`src/rtl/tlb_pkg.sv`:
```
package tlb_pkg;
  localparam int PAGE_BITS = 12;

  localparam logic [1:0] ACC_READ  = 2'd0;
  localparam logic [1:0] ACC_WRITE = 2'd1;
  localparam logic [1:0] ACC_FETCH = 2'd2;

  localparam logic [1:0] ST_OK     = 2'd0;
  localparam logic [1:0] ST_MISS   = 2'd1;
  localparam logic [1:0] ST_PFAULT = 2'd2;
  localparam logic [1:0] ST_PROT   = 2'd3;

  typedef struct packed {
    logic v;  // page present
    logic r;  // readable
    logic w;  // writable
    logic x;  // executable
    logic u;  // user accessible
  } perm_t;
endpackage

```
`src/rtl/tlb_entry_array.sv`:
```
module tlb_entry_array
  import tlb_pkg::*;
#(
  parameter int N_ENTRIES = 8,
  parameter int VPN_W     = 20,
  parameter int PFN_W     = 20,
  localparam int IDX_W    = $clog2(N_ENTRIES)
) (
  input  logic                 clk,
  input  logic                 rst_n,
  input  logic                 flush,
  input  logic                 wr_en,
  input  logic [IDX_W-1:0]     wr_idx,
  input  logic [VPN_W-1:0]     wr_vpn,
  input  logic [PFN_W-1:0]     wr_pfn,
  input  perm_t                wr_perm,
  input  logic [VPN_W-1:0]     lk_vpn,
  output logic [N_ENTRIES-1:0] live,
  output logic [N_ENTRIES-1:0] lk_match,
  output logic [N_ENTRIES-1:0] wr_match,
  output logic                 lk_hit,
  output logic [PFN_W-1:0]     lk_pfn,
  output perm_t                lk_perm
);
  logic [VPN_W-1:0]     vpn_q  [N_ENTRIES];
  logic [PFN_W-1:0]     pfn_q  [N_ENTRIES];
  perm_t                perm_q [N_ENTRIES];
  logic [N_ENTRIES-1:0] live_q;

  // Occupancy: flush first, then a same-edge fill marks its slot.
  always_ff @(posedge clk) begin
    if (!rst_n) begin
      live_q <= '0;
    end else begin
      if (flush) live_q <= '0;
      if (wr_en) live_q[wr_idx] <= 1'b1;
    end
  end

  always_ff @(posedge clk) begin
    if (wr_en) begin
      vpn_q[wr_idx]  <= wr_vpn;
      pfn_q[wr_idx]  <= wr_pfn;
      perm_q[wr_idx] <= wr_perm;
    end
  end

  for (genvar i = 0; i < N_ENTRIES; i++) begin : g_cmp
    assign lk_match[i] = live_q[i] && (vpn_q[i] == lk_vpn);
    assign wr_match[i] = live_q[i] && (vpn_q[i] == wr_vpn);
  end

  always_comb begin
    lk_pfn  = '0;
    lk_perm = '0;
    for (int i = 0; i < N_ENTRIES; i++) begin
      if (lk_match[i]) begin
        lk_pfn  = lk_pfn | pfn_q[i];
        lk_perm = lk_perm | perm_q[i];
      end
    end
  end

  assign lk_hit = |lk_match;
  assign live   = live_q;
endmodule

```
`src/rtl/tlb_victim.sv`:
```
module tlb_victim #(
  parameter int N_ENTRIES = 8,
  localparam int IDX_W    = $clog2(N_ENTRIES)
) (
  input  logic                 clk,
  input  logic                 rst_n,
  input  logic                 flush,
  input  logic                 fill,
  input  logic [N_ENTRIES-1:0] live,
  input  logic [N_ENTRIES-1:0] dup,
  output logic [IDX_W-1:0]     idx
);
  logic [IDX_W-1:0] rr_q;
  logic [IDX_W-1:0] dup_idx;
  logic [IDX_W-1:0] free_idx;
  logic             use_rr;

  always_comb begin
    dup_idx  = '0;
    free_idx = '0;
    for (int i = N_ENTRIES - 1; i >= 0; i--) begin
      if (dup[i])   dup_idx  = IDX_W'(i);
      if (!live[i]) free_idx = IDX_W'(i);
    end
  end

  assign use_rr = !flush && (dup == '0) && (&live);

  always_comb begin
    if (flush)        idx = '0;
    else if (|dup)    idx = dup_idx;
    else if (!use_rr) idx = free_idx;
    else              idx = rr_q;
  end

  always_ff @(posedge clk) begin
    if (!rst_n || flush) begin
      rr_q <= '0;
    end else if (fill && use_rr) begin
      rr_q <= (rr_q == IDX_W'(N_ENTRIES - 1)) ? '0 : rr_q + 1'b1;
    end
  end
endmodule

```
`src/rtl/tlb_perm_check.sv`:
```
module tlb_perm_check
  import tlb_pkg::*;
(
  input  logic       hit,
  input  perm_t      perm,
  input  logic [1:0] acc,
  input  logic       user,
  output logic [1:0] status
);
  logic need_ok;

  always_comb begin
    case (acc)
      ACC_WRITE: need_ok = perm.w;
      ACC_FETCH: need_ok = perm.x;
      default:   need_ok = perm.r;
    endcase
  end

  always_comb begin
    if (!hit)                   status = ST_MISS;
    else if (!perm.v)           status = ST_PFAULT;
    else if (user && !perm.u)   status = ST_PROT;
    else if (!need_ok)          status = ST_PROT;
    else                        status = ST_OK;
  end
endmodule

```
`src/rtl/tlb_xlate.sv`:
```
module tlb_xlate
  import tlb_pkg::*;
#(
  parameter int N_ENTRIES = 8,
  parameter int VA_W      = 32,
  parameter int PA_W      = 32,
  localparam int VPN_W    = VA_W - PAGE_BITS,
  localparam int PFN_W    = PA_W - PAGE_BITS,
  localparam int IDX_W    = $clog2(N_ENTRIES)
) (
  input  logic             clk,
  input  logic             rst_n,
  input  logic             req_valid,
  output logic             req_ready,
  input  logic [VA_W-1:0]  req_vaddr,
  input  logic [1:0]       req_acc,
  input  logic             req_user,
  output logic             rsp_valid,
  input  logic             rsp_ready,
  output logic [1:0]       rsp_status,
  output logic [PA_W-1:0]  rsp_paddr,
  input  logic             fill_valid,
  input  logic [VPN_W-1:0] fill_vpn,
  input  logic [PFN_W-1:0] fill_pfn,
  input  logic [4:0]       fill_perm,
  input  logic             flush
);
  logic [N_ENTRIES-1:0] live_q;
  logic [N_ENTRIES-1:0] hit_vec;
  logic [N_ENTRIES-1:0] fill_dup;
  logic                 hit_any;
  logic [PFN_W-1:0]     hit_pfn;
  perm_t                hit_perm;
  logic [IDX_W-1:0]     fill_idx;
  logic [1:0]           lk_status;
  logic                 accept;
  logic                 rsp_valid_q;
  logic [1:0]           rsp_status_q;
  logic [PA_W-1:0]      rsp_paddr_q;

  tlb_entry_array #(
    .N_ENTRIES(N_ENTRIES), .VPN_W(VPN_W), .PFN_W(PFN_W)
  ) u_array (
    .clk      (clk),
    .rst_n    (rst_n),
    .flush    (flush),
    .wr_en    (fill_valid),
    .wr_idx   (fill_idx),
    .wr_vpn   (fill_vpn),
    .wr_pfn   (fill_pfn),
    .wr_perm  (perm_t'(fill_perm)),
    .lk_vpn   (req_vaddr[VA_W-1:PAGE_BITS]),
    .live     (live_q),
    .lk_match (hit_vec),
    .wr_match (fill_dup),
    .lk_hit   (hit_any),
    .lk_pfn   (hit_pfn),
    .lk_perm  (hit_perm)
  );

  tlb_victim #(.N_ENTRIES(N_ENTRIES)) u_victim (
    .clk   (clk),
    .rst_n (rst_n),
    .flush (flush),
    .fill  (fill_valid),
    .live  (live_q),
    .dup   (fill_dup),
    .idx   (fill_idx)
  );

  tlb_perm_check u_check (
    .hit    (hit_any),
    .perm   (hit_perm),
    .acc    (req_acc),
    .user   (req_user),
    .status (lk_status)
  );

  assign req_ready = !rsp_valid_q || rsp_ready;
  assign accept    = req_valid && req_ready;

  always_ff @(posedge clk) begin
    if (!rst_n) begin
      rsp_valid_q  <= 1'b0;
      rsp_status_q <= ST_MISS;
      rsp_paddr_q  <= '0;
    end else if (accept) begin
      rsp_valid_q  <= 1'b1;
      rsp_status_q <= lk_status;
      rsp_paddr_q  <= (lk_status == ST_OK)
                      ? {hit_pfn, req_vaddr[PAGE_BITS-1:0]} : '0;
    end else if (rsp_ready) begin
      rsp_valid_q  <= 1'b0;
    end
  end

  assign rsp_valid  = rsp_valid_q;
  assign rsp_status = rsp_status_q;
  assign rsp_paddr  = rsp_paddr_q;
endmodule

```
`config.mk`:
```
export PLATFORM = sky130hd
export DESIGN_NAME = tlb_xlate
export DESIGN_NICKNAME = d
export VERILOG_FILES = /design/src/rtl/tlb_pkg.sv /design/src/rtl/tlb_entry_array.sv /design/src/rtl/tlb_victim.sv /design/src/rtl/tlb_perm_check.sv /design/src/rtl/tlb_xlate.sv
export SDC_FILE = /design/constraint.sdc
export NUM_CORES = 1
export LEC_CHECK = 0
export ABC_AREA = 1
export ABC_CLOCK_PERIOD_IN_PS = 7600
export BUFFER_PORTS_ARGS = -buffer_cell sky130_fd_sc_hd__buf_2
export CAP_MARGIN = 30
export CORE_UTILIZATION = 40
export DETAILED_ROUTE_END_ITERATION = 8
export GPL_TIMING_DRIVEN = 1
export PLACE_DENSITY = 0.65
export SYNTH_ARGS = -nofsm -noshare
export SYNTH_HDL_FRONTEND = slang
export SYNTH_SLANG_ARGS = --single-unit
```
`constraint.sdc`:
```
create_clock -name clk -period 7.6 [get_ports clk]
set_clock_uncertainty 0.1 [all_clocks]
set_input_delay 1.14 -clock clk [delete_from_list [all_inputs] [get_ports clk]]
set_output_delay 1.14 -clock clk [all_outputs]
set_load 0.01 [all_outputs]
```
-- Word-level counts from Yosys, hierarchy flattened
Memories as Yosys holds them, arrays and structs flattened.
Index checks and enable logic that the tools add are counted.
- bitwise operators: 15
- magnitude comparators: 2
- $add $sub $neg: 1
- reduce and logical (&&, ||, !) cells: 34
- equal/unequal tests: 19
- multiplexer cells: 51
- operators with widths (operator ; count):
    $eq A20 B20 Y1 ; 16
    $mux W20 ; 8
    $or A20 B20 Y20 ; 7
    $mux W3 ; 20
    $mux W5 ; 8
    $or A5 B5 Y5 ; 7
    $mux W32 ; 1
    $mux W8 ; 3
    $logic_and A1 B1 Y1 ; 22
    $reduce_or A8 Y1 ; 2
    $logic_not A8 Y1 ; 1
    $mux W2 ; 4
    $or A8 B8 Y8 ; 1
    $reduce_and A8 Y1 ; 1
    $mux W1 ; 5
    $logic_not A1 Y1 ; 4
    $lt A3 B4 Y1 const B ; 1
    $add A3 B1 Y3 const B ; 1
    $demux W1 S3 ; 1
    $eq A3 B3 Y1 const B ; 1
    $ge A3 B1 Y1 const B ; 1
    $eq A2 B1 Y1 const B ; 1
    $eq A2 B2 Y1 const B ; 1
    $logic_not A2 Y1 ; 1
    3 further kinds ; 4
- flip-flop bits (word level): 46
- memories kept: 3
- RAM bits: 360
- word-level logic and storage cells: 130
- memories (memory ; depth ; bits a word ; rd ports ; clocked after memory_dff ; wr ports ; RTL line ; source):
    u_array.pfn_q ; 8 ; 20 ; 8 ; 0 ; 1 ; tlb_entry_array.sv:26 ; logic [PFN_W-1:0] pfn_q [N_ENTRIES];
    u_array.vpn_q ; 8 ; 20 ; 8 ; 0 ; 1 ; tlb_entry_array.sv:25 ; logic [VPN_W-1:0] vpn_q [N_ENTRIES];
    u_array.perm_q ; 8 ; 5 ; 8 ; 0 ; 1 ; tlb_entry_array.sv:27 ; perm_t perm_q [N_ENTRIES];

-- Longest topological paths before layout
Gate-level depths: netlist of run 1.
- word-level depth: 24
- mapped depth: 19
- mapped depth without buffers: 18

-- By module
Synthesis of run 1 repeated with hierarchy kept, for this count alone.
- cells, all modules: 2180
- area, all modules: 20442.1 sq um
- by module, submodules not included (module ; sequential area each (sq um) ; area an instance (sq um) ; cells an instance ; instances):
    tlb_entry_array ; 10970.5 ; 18207.5 ; 1791 ; 1
    tlb_xlate ; 700.7 ; 1711.6 ; 287 ; 1
    tlb_victim ; 60.1 ; 427.9 ; 82 ; 1
    tlb_perm_check ; 0.0 ; 95.1 ; 20 ; 1

-- Worst setup path before layout of run 1
OpenSTA, ideal clock, no wires.
- path kind: input-to-reg
- start: in fill_vpn[3]
- end: mem u_array.perm_q[6][0] (netlist name) (enable)
- slack: 1.476 ns
- path buffers: 1
- setup time: 0.503 ns
- stages on the path: 17
- data arrival time: 5.521 ns
- cells stage by stage: buf_2 > inv_1 > nand2_1 > nand2_1 > nor3_1 > nand3b_1 > nor2_1 > nand3_1 > nand2_1 > nand2_1 > nand2_1 > nand2_1 > nand2_1 > nand2_1 > nand2_1 > nand2_1 > nor3_1
- word-level cells in the longest chain between the ends: 12
- elaborated cells on any way between the ends: 31
- those cells by class: 8 x eq/ne; 11 x mux; 12 x reduce/logical
- ends and longest elaborated chain (element ; RTL line ; source):
    start: declaration ; tlb_xlate.sv:23 ; input logic [VPN_W-1:0] fill_vpn,
    $eq A20 B20 Y1 ; tlb_entry_array.sv:50 ; assign wr_match[i] = live_q[i] && (vpn_q[i] == wr_vpn);
    $logic_and A1 B1 Y1 ; tlb_entry_array.sv:50 ;
    $mux W3 (8 in a row) ; tlb_victim.sv:22 ; if (dup[i]) dup_idx = IDX_W'(i);
    $mux W3 (*) ; tlb_victim.sv:31 ; else if (|dup) idx = dup_idx;
    $mux W3 (*) ; tlb_victim.sv:30 ; if (flush) idx = '0;
    end: declaration ; tlb_entry_array.sv:27 ;
Every way passes the cells marked *; elsewhere a longest branch is shown, timed or not.

-- Worst setup path in the final report of run 1
- start: in fill_vpn[0]
- end: mem u_array.perm_q[1][3] (netlist name) (enable)
Same word-level chain as after synthesis.

==> metrics.txt, run 1 <==
flops & latches, synth roughly 400; crit-path max FO 34; Max IR drop VDD 164 uV; largest net degree at the start of global routing 46; cells after synthesis between 2000 and 2500; Final Core Density about 46%; number of distinct library cells after synthesis 38; worst-margin pin slew about 0.99 ns; Rel. slew slack approximately a third; post-synthesis sequential area ratio between 60% and 70%; DR WL/cell approximately 28 um; Worst R2R Setup Slack roughly 3.5 ns; Slew Viols, Final 0; setup TNS 0 ns; crit path capture type flop; Post-CTS Setup Repair Bufs 0; Routability Congestion about 1.1; # nets final ~2300; WP data arrival 5.00 ns; Async S/R FF share, synth 0%; Port Buf Inserts ~120; cells along the critical path buf_2 > inv_1 > o21ai_0 > a21oi_1 > nand2_1 > nor2_1 > nand3_1 > nand2_1 > nor2_1 > nand3_1 > nand2_1 > nand2_1 > inv_1 > nand4_1 > clkinv_2 > buf_4; worst path bufs/invs 5; initial drt markers 2091; vias approximately 16000; fmax approximately 0.21 GHz; worst endpoint required time a little under 8 ns; hold path start rsp_status[1]$_SDFFE_PN0P_; Via density 5.73; H-tree depth 2; ys flop type edfxtp_1; CTS tree yes; Clock Tree Buf Depth 3; LEAKAGE roughly 8.7 nW; worst r2r src u_array.vpn_q[2][0]$_DFFE_PP_; CP max stage delay 0.68 ns; Die H 223 um; GR Util All Layers between 30% and 40%; post-synth net total between 2000 and 2500; Tmin final about 4.8 ns; Min Hold Slack 0.376 ns; core area roughly 48000 um^2; io pins 122; Final Hold Viols 0; Clock Latency Late Sink around 0.6 ns; initial antenna violation count 3; layout cells sized above 1 a little over an eighth; CP max-delay cell clkinv_2; drt drc 0; CP delay by family, top buffers and inverters; Post-CTS Resized 0; Critical Path Start Type input port; CP most frequent cell nand2_1; Final ANT Viol Nets 0; Max-cap violations 0; cts bufs inserted 45; DIE AREA a little under 50000 um^2; die width ~220 um; critical path class in -> reg; Pre-antenna DRT Iters 6; worst hold path type reg -> reg; first-pass GRT wire length ~110 mm; Syn-to-layout area delta 13.3%; Hold EP rsp_status[1]$_SDFFE_PN0P_; worst reg2reg endpoint u_array.perm_q[1][3]$_DFFE_PP_; WL final 80.2 mm; CTS Hold Buffers Added 0; placed cells 2732; # rows 80; Starting Density roughly two fifths; pwr/cell area about 230 nW/um^2; clock slew at reported path FFs ~0.060 ns; fill count 4506; final worst path period share around 63%; Overflow after GRT 0; Layout Cells excl Fill around 2800; count of final setup violators 0; Sink Count ~410; R2R cell count 14; status finished, final reports clean; HPWL after detailed placement 57.0 mm; Hold Crit Depth 2; clock root buffer clkbuf_16; vias in the first global route between 15000 and 20000; RSZ-0062 raised after global routing no; yosys warns 0; Syn Area/Cell between 9 and 10 um^2; Post-synth EDFFs 360; Cell Area, Synth between 15000 and 20000 um^2
## layout by cell type (no fill, tap or decap), types with 26 or more instances in the layout
| master | Yosys | final |
|---|---|---|
| o21ai_0 | 93 | 93 |
| edfxtp_1 | 360 | 360 |
| nand4_1 | 66 | 66 |
| nor2_1 | 293 | 291 |
| nor2_2 | 42 | 42 |
| dfxtp_1 | 46 | 46 |
| buf_2 | 38 | 121 |
| xnor2_1 | 42 | 42 |
| o22ai_1 | 67 | 67 |
| inv_1 | 239 | 235 |
| nand2_1 | 503 | 503 |
| clkbuf_16 | 0 | 46 |
| nand3_1 | 54 | 54 |
| a22oi_1 | 26 | 26 |
| xor2_1 | 30 | 30 |
## where the power goes
part,internal (mW),switching (mW)
sequential,2.45,0.0200
combinational,0.0758,0.255
clock,1.24,0.941
total,3.77,1.22
## registers in the layout (all words and copies together) (netlist names)
register / cells
u_array.pfn_q: 160
u_array.vpn_q: 160
u_array.perm_q: 40
rsp_paddr: 32
u_array.live: 8
u_victim.rr_q: 3
rsp_status: 2
rsp_valid: 1
## logic make-up after synthesis
kind of cell,synth area share (%)
AND/OR/NAND/NOR,21.1
flip-flops,60.2
buffers and inverters,7.21
AO/OA/AOI/OAI,7.93
XOR/XNOR,3.24
adder cells (fa/ha/maj),0.257
## synthesized netlist by cell type (23+ instances only)
master	count	area share, %
a22oi_1	26	1.0
xnor2_1	42	1.9
nand2_1	503	9.7
nand3_1	54	1.4
inv_2	23	0.44
edfxtp_1	360	56
nor2_2	42	1.3
o21ai_0	93	2.4
dfxtp_1	46	4.7
inv_1	239	4.6
nand4_1	66	2.1
o22ai_1	67	2.2
buf_2	38	0.98
nor2_1	293	5.6
xor2_1	30	1.3
## metal layers
metal  global-route usage, %  wire length (um)  up-vias
met4                    12.1              2900        2
li1                        -                 -     7105
met1                    48.2             34900     7846
met5                       0                12        -
met2                    47.3             34200     1032
met3                    5.24              8200      150
## area by class of cell
type	count	area, um^2	share of cell area [%]
clock buffer	58	1220	5.51
inverter	263	990	4.48
clock inverter	25	231	1.05
sequential	406	11700	53.2
antenna	2	5.00	0.0227
multi-input combinational	1309	6360	28.8
timing repair buffer	139	761	3.45
tap	615	769	3.49
## worst min-delay path, stage by stage (launching register included)
cell	delay, ns
dfxtp_1	0.31
nand2_1	0.06
a21oi_1	0.06
## worst max path at each step
stage	from	endpoint	slack [ns]	cells after the start
after floorplan	fill_vpn[3]	u_array.perm_q[6][0]$_DFFE_PP_	1.48	17
after global placement	fill_vpn[3]	u_array.vpn_q[1][19]$_DFFE_PP_	2.36	17
after detailed placement	fill_vpn[3]	u_array.perm_q[1][1]$_DFFE_PP_	2.31	17
after CTS	req_vaddr[22]	rsp_paddr[21]$_SDFFE_PN0P_	2.93	15
after global routing	fill_vpn[0]	u_array.perm_q[1][3]$_DFFE_PP_	2.72	16
final	fill_vpn[0]	u_array.perm_q[1][3]$_DFFE_PP_	2.78	16
## metrics by stage
step	instance area, um^2	worst slack, ns	total power [mW]
6_report	22100	2.78	4.99
5_1_grt	22100	2.72	5.09
4_1_cts	22100	2.93	5.00
3_5_place_dp	20600	2.31	2.84
3_3_place_gp	20600	2.36	2.84
2_1_floorplan	19500	1.48	2.67
Power figures use the tool's default switching activity.
==> run 2, diff against run 1 <==
ABC_CLOCK_PERIOD_IN_PS = 4900   (was 7600)
clock period = 4.9 ns   (was 7.6 ns; I/O delays follow)
==> run 2 against run 1 <==
  * Sequential share of layout area shrank 1.0 points
  * Die area is the same
  * Clock power grew 55%
  * Worst hold slack lost 0.058 ns
  * Sequential cell count is the same
  * Critical endpoint is now u_array.pfn_q[5][16]$_DFFE_PP_
  * Largest power group unchanged
  * Highest routed layer is now met4
==> metrics.txt, run 2 (synthesis gave the netlist of run 1 again) <==
status finished, final reports clean (unchanged); Worst R2R Setup Slack 1.05 ns (was 3.51 ns); Port Buf Inserts 121 (unchanged); Net Sw Frac 23.8% (was 24.4%); io pins 122 (unchanged); Clock Latency Late Sink 0.59 ns (was 0.60 ns); fmax 0.237 GHz; commonest cells after routing, fill and taps aside 503 x nand2_1, 360 x edfxtp_1, 291 x nor2_1, 235 x inv_1, 121 x buf_2 (unchanged); Min Hold Slack 0.318 ns (was 0.376 ns); fill count 4546 (was 4506); setup TNS 0 ns (unchanged); Hold EP u_array.pfn_q[3][11]$_DFFE_PP_ (was rsp_status[1]$_SDFFE_PN0P_); Rel. slew slack 40.6% (was 33.8%); Post-CTS Setup Repair Bufs 0 (unchanged); first-pass GRT wire length 114 mm (was 113 mm); worst-margin pin slew 0.882 ns (was 0.994 ns); final worst path period share between 80% and 90%; Hold Crit Depth 1 (was 2); vias in the first global route 15104 (was 15060); Starting Density 40.7% (unchanged); vias 16139 (was 16135); worst endpoint required time 5.03 ns (was 7.78 ns); clock share of power 43.6% (was 43.8%); CTS tree yes (unchanged); CP max stage delay 0.78 ns (was 0.68 ns); final total power 7.74 mW (was 4.99 mW); cells along the critical path buf_2 > inv_1 > o21ai_0 > a21oi_1 > nand2_1 > nor2_1 > nand3_1 > nand2_1 > nor2_1 > nand3_1 > a21oi_1 > inv_1 > nor2_4 > buf_4 (was buf_2 > inv_1 > o21ai_0 > a21oi_1 > nand2_1 > nor2_1 > nand3_1 > nand2_1 > nor2_1 > nand3_1 > nand2_1 > nand2_1 > inv_1 > nand4_1 > clkinv_2 > buf_4); Overflow after GRT 0 (unchanged); Seq pwr share 49.6% (about the same); initial drt markers 2003 (was 2091); crit path capture type flop (unchanged); # nets final 2296 (was 2254); DIE AREA 49600 um^2 (unchanged); WP data arrival 4.34 ns (was 5.00 ns); Final ANT Viol Nets 0 (unchanged); core area 47800 um^2 (unchanged); Layout Cells excl Fill 2858 (was 2817); hold path start fill_pfn[11] (was rsp_status[1]$_SDFFE_PN0P_); Worst setup startpoint fill_vpn[0] (unchanged); worst reg2reg endpoint u_array.pfn_q[3][17]$_DFFE_PP_ (was u_array.perm_q[1][3]$_DFFE_PP_); Max-cap violations 0 (unchanged); layout cells sized above 1 14.9% (was 13.4%); Post-CTS Resized 0 (unchanged); cts bufs inserted 45 (unchanged); Via density 5.65 (was 5.73); pwr/cell area 344 nW/um^2 (was 226 nW/um^2); area post-placement 21000 um^2 (was 20600 um^2); crit-path max FO 25 (was 34); H-tree depth 2 (unchanged); Pre-antenna DRT Iters 5 (was 6); drt drc 0 (unchanged); Routability Congestion 1.03 (was 1.08); Sink Count 406 (unchanged); Clock Tree Buf Depth 3 (unchanged); count of final setup violators 0 (unchanged); CP max-delay cell o21ai_0 (was clkinv_2); design area 22500 um^2 (was 22100 um^2); placed cells 2774 (was 2732); die width 223 um (unchanged); CTS Hold Buffers Added 0 (unchanged); Max IR drop VDD 199 uV (was 164 uV); worst r2r src u_array.live[3]$_SDFF_PN0_ (was u_array.vpn_q[2][0]$_DFFE_PP_); HPWL after detailed placement 60.3 mm (was 57.0 mm); Die H 223 um (unchanged); Internal Power 5.90 mW (was 3.77 mW); combinational share of power 6.8% (was 6.6%); critical path class in -> reg (unchanged); GR Util All Layers 32.8% (was 32.4%); RSZ-0062 raised after global routing no (unchanged); Syn-to-layout area delta 15.6% (was 13.3%); Slew Viols, Final 0 (unchanged); DR WL/cell 28.6 um (was 28.5 um); # rows 80 (unchanged); largest net degree at the start of global routing 46 (unchanged); Critical Path Start Type input port (unchanged); clock slew at reported path FFs 0.06 ns (about the same); Final Hold Viols 0 (unchanged); R2R cell count 14 (unchanged); Tmin final ~4.2 ns; clock root buffer clkbuf_16 (unchanged); worst hold path type in -> reg (was reg -> reg); commonest non-fill, non-tap cell in the layout nand2_1 (unchanged); Net Switching 1.84 mW (was 1.22 mW); initial antenna violation count 0 (was 3); WL final 81.6 mm (was 80.2 mm); LEAKAGE 8.90 nW (was 8.67 nW); Regs by FF count u_array.pfn_q x160, u_array.vpn_q x160, u_array.perm_q x40 (unchanged)
[run 2: layout make-up]
type | count | area, um^2 | share of cell area, %
flip-flops and latches | 406 | 11700 | 52.1
clock inverters | 16 | 165 | 0.734
diodes | 1 | 2.50 | 0.0111
multi-input cells | 1309 | 6360 | 28.3
well taps | 615 | 769 | 3.42
clock buffers | 67 | 1300 | 5.78
inverters | 263 | 987 | 4.39
repair buffers | 181 | 1190 | 5.28
[run 2: worst max path at each step]
stage                                          end  slack (ns)  depth (start not counted)
global route        u_array.pfn_q[5][13]$_DFFE_PP_        0.68                         14
CTS                 u_array.pfn_q[5][13]$_DFFE_PP_        0.94                         14
global placement     u_array.pfn_q[5][7]$_DFFE_PP_        0.29                         15
detailed placement  u_array.pfn_q[5][17]$_DFFE_PP_        0.33                         14
finish              u_array.pfn_q[5][16]$_DFFE_PP_        0.69                         14
floorplan           u_array.perm_q[6][0]$_DFFE_PP_       -0.82                         17
[run 2: routing by layer]
| metal | share of wire, % | track usage, % | up-vias | wire length (um) |
|---|---|---|---|---|
| li1 | - | - | 7177 | - |
| met1 | 44 | 48.0 | 7925 | 35700 |
| met2 | 44 | 49.2 | 918 | 35600 |
| met3 | 9.4 | 5.61 | 119 | 7660 |
| met4 | 3.3 | 11.0 | 0 | 2690 |
| met5 | 0 | 0 | - | 0 |
[run 2: power by group through the flow]
stage          logic [mW]  clock network (mW)  registers [mW]
6_report            0.529                3.38            3.84
3_5_place_dp        0.513                   0            3.91
3_3_place_gp        0.515                   0            3.91
2_1_floorplan       0.242                   0            3.90
5_1_grt             0.553                3.54            3.83
4_1_cts             0.514                3.42            3.83
[run 2: through the flow]
step / worst slack (ns) / utilization [%]
3_3_place_gp: 0.286 / 43.9
6_report: 0.689 / 47.0
2_1_floorplan: -0.819 / -
3_5_place_dp: 0.328 / 44.0
5_1_grt: 0.683 / 47.0
4_1_cts: 0.941 / 47.0
[run 2: worst max-delay path: cells and delay by family]
kind                   cells  cell delay (ns)
and+or+nand+nor            7             1.06
buffers and inverters      4             1.25
AOI/OAI and AO/OA          3             1.26
==> run 3, diff against run 2 <==
ABC_CLOCK_PERIOD_IN_PS = 3500   (was 4900)
CORE_UTILIZATION = 35   (was 40)
PLACE_DENSITY = 0.62   (was 0.65)
clock period = 3.5 ns   (was 4.9 ns; I/O delays follow)
==> run 3 against run 2 <==
  * Register-to-register slack got worse by 0.89 ns
  * Power up 40%
  * Final cell count grew 8.3%
  * Clock power up 37%
  * Via count grew 0.92%
  * Die area increased by 14%
  * Largest cell class unchanged
==> metrics.txt, run 3 (synthesis gave the netlist of run 1 again) <==
status finished, final reports clean (unchanged); critical path class reg -> reg (was in -> reg); Regs by FF count u_array.pfn_q x160, u_array.vpn_q x160, u_array.perm_q x40 (unchanged); initial drt markers 1777 (was 2003); core area 55000 um^2 (was 47800 um^2); Tmin final between 3 and 4 ns; Final Hold Viols 0 (unchanged); Clock Tree Buf Depth 3 (unchanged); Post-CTS Resized 0 (unchanged); pre-CTS worst setup slack -0.309 ns (was 0.328 ns); WP data arrival 3.50 ns (was 4.34 ns); Critical Path Start Type flop (was input port); Clock Latency Late Sink 0.60 ns (was 0.59 ns); Hold Crit Depth 1 (unchanged); CTS tree yes (unchanged); placed cells 3013 (was 2774); R2R cell count 12 (was 14); Worst R2R Setup Slack 0.16 ns (was 1.05 ns); vias in the first global route 15634 (was 15104); io pins 122 (unchanged); final worst setup slack 0.157 ns (was 0.689 ns); clock root buffer clkbuf_16 (unchanged); drt drc 0 (unchanged); H-tree depth 2 (unchanged); first-pass GRT wire length 107 mm (was 114 mm); # rows 86 (was 80); # nets final 2401 (was 2296); worst endpoint required time 3.66 ns (was 5.03 ns); Pre-antenna DRT Iters 6 (was 5); DIE AREA 56600 um^2 (was 49600 um^2); fmax ~0.3 GHz; Slew Viols, Final 0 (unchanged); setup TNS 0 ns (unchanged); Max-cap violations 0 (unchanged); crit path capture type flop (unchanged); clock slew at reported path FFs 0.06 ns (about the same); DR WL/cell 24.1 um (was 28.6 um); worst hold path type in -> reg (unchanged); Syn-to-layout area delta 21.3% (was 15.6%); Final ANT Viol Nets 0 (unchanged); final total power 10.8 mW (was 7.74 mW); CTS Hold Buffers Added 0 (unchanged); largest net degree at the start of global routing 41 (was 46); GR Util All Layers 26.1% (was 32.8%); crit-path max FO 15 (was 25); WL final 74.6 mm (was 81.6 mm); final worst path period share between 90% and 100%; Max IR drop VDD 379 uV (was 199 uV); Routability Congestion 1.03 (about the same); Starting Density 35.4% (was 40.7%); Port Buf Inserts 121 (unchanged); vias 16288 (was 16139); die width 238 um (was 223 um); commonest non-fill, non-tap cell in the layout nand2_1 (unchanged); Min Hold Slack 0.0834 ns (was 0.318 ns); Overflow after GRT 0 (unchanged); cts bufs inserted 44 (was 45); Post-CTS Setup Repair Bufs 0 (unchanged); Die H 238 um (was 223 um); count of final setup violators 0 (unchanged); layout cells sized above 1 18.7% (was 14.9%); LEAKAGE 9.44 nW (was 8.90 nW); worst-margin pin slew 0.805 ns (was 0.882 ns); Via density 5.26 (was 5.65); Sink Count 406 (unchanged); fill count 5324 (was 4546); Layout Cells excl Fill 3096 (was 2858); initial antenna violation count 2 (was 0); HPWL after detailed placement 55.5 mm (was 60.3 mm); commonest cells after routing, fill and taps aside 503 x nand2_1, 360 x edfxtp_1, 291 x nor2_1, 235 x inv_1, 141 x buf_4 (was 503 x nand2_1, 360 x edfxtp_1, 291 x nor2_1, 235 x inv_1, 121 x buf_2); pwr/cell area 457 nW/um^2 (was 344 nW/um^2); Rel. slew slack 45.7% (was 40.6%); RSZ-0062 raised after global routing no (unchanged)
[run 3: final timing paths]
| kind | start | to |
|---|---|---|
| max | u_array.vpn_q[2][0]$_DFFE_PP_ | u_array.pfn_q[5][17]$_DFFE_PP_ |
| min | fill_vpn[19] | u_array.vpn_q[3][19]$_DFFE_PP_ |
| max reg2reg | u_array.vpn_q[2][0]$_DFFE_PP_ | u_array.pfn_q[5][17]$_DFFE_PP_ |
| min reg2reg | rsp_status[1]$_SDFFE_PN0P_ | rsp_status[1]$_SDFFE_PN0P_ |
[run 3: critical path: stages (launching register included)]
cell,delay (ns)
edfxtp_1,0.42
o21ai_0,0.67
a21oi_1,0.08
nand2_1,0.22
nor2_1,0.06
nand3_1,0.10
nand2_1,0.08
nor2_1,0.22
nand3_1,0.14
a21oi_1,0.25
inv_1,0.16
nor2_4,0.20
buf_4,0.28
[run 3: area by class of cell]
| class | instances | area [um^2] | area share (%) |
|---|---|---|---|
| well taps | 748 | 936 | 3.96 |
| repair buffers | 287 | 2160 | 9.16 |
| inverters | 263 | 987 | 4.18 |
| diodes | 1 | 2.50 | 0.0106 |
| flip-flops and latches | 406 | 11700 | 49.7 |
| clock buffers | 57 | 1150 | 4.87 |
| multi-input cells | 1309 | 6380 | 27.0 |
| clock inverters | 25 | 274 | 1.16 |
[run 3: per-stage QoR]
step / util (%) / instance area (um^2)
3_5_place_dp: 40.4 / 22200
4_1_cts: 43.0 / 23600
6_report: 43.0 / 23600
5_1_grt: 43.0 / 23600
3_3_place_gp: 40.4 / 22200
2_1_floorplan: - / 19500
[run 3: layer usage]
layer | wire length [um] | GRT usage (%) | vias up
met1 | 31500 | 36.1 | 7896
met2 | 33300 | 40.1 | 841
met5 | 0 | 0 | -
met3 | 6520 | 4.73 | 155
li1 | - | - | 7396
met4 | 3250 | 11.6 | 0
[run 3: report_power, final]
part | switching [mW] | internal (mW) | total, mW
sequential | 0.0372 | 5.33 | 5.36
combinational | 0.544 | 0.249 | 0.793
clock | 2.06 | 2.58 | 4.64
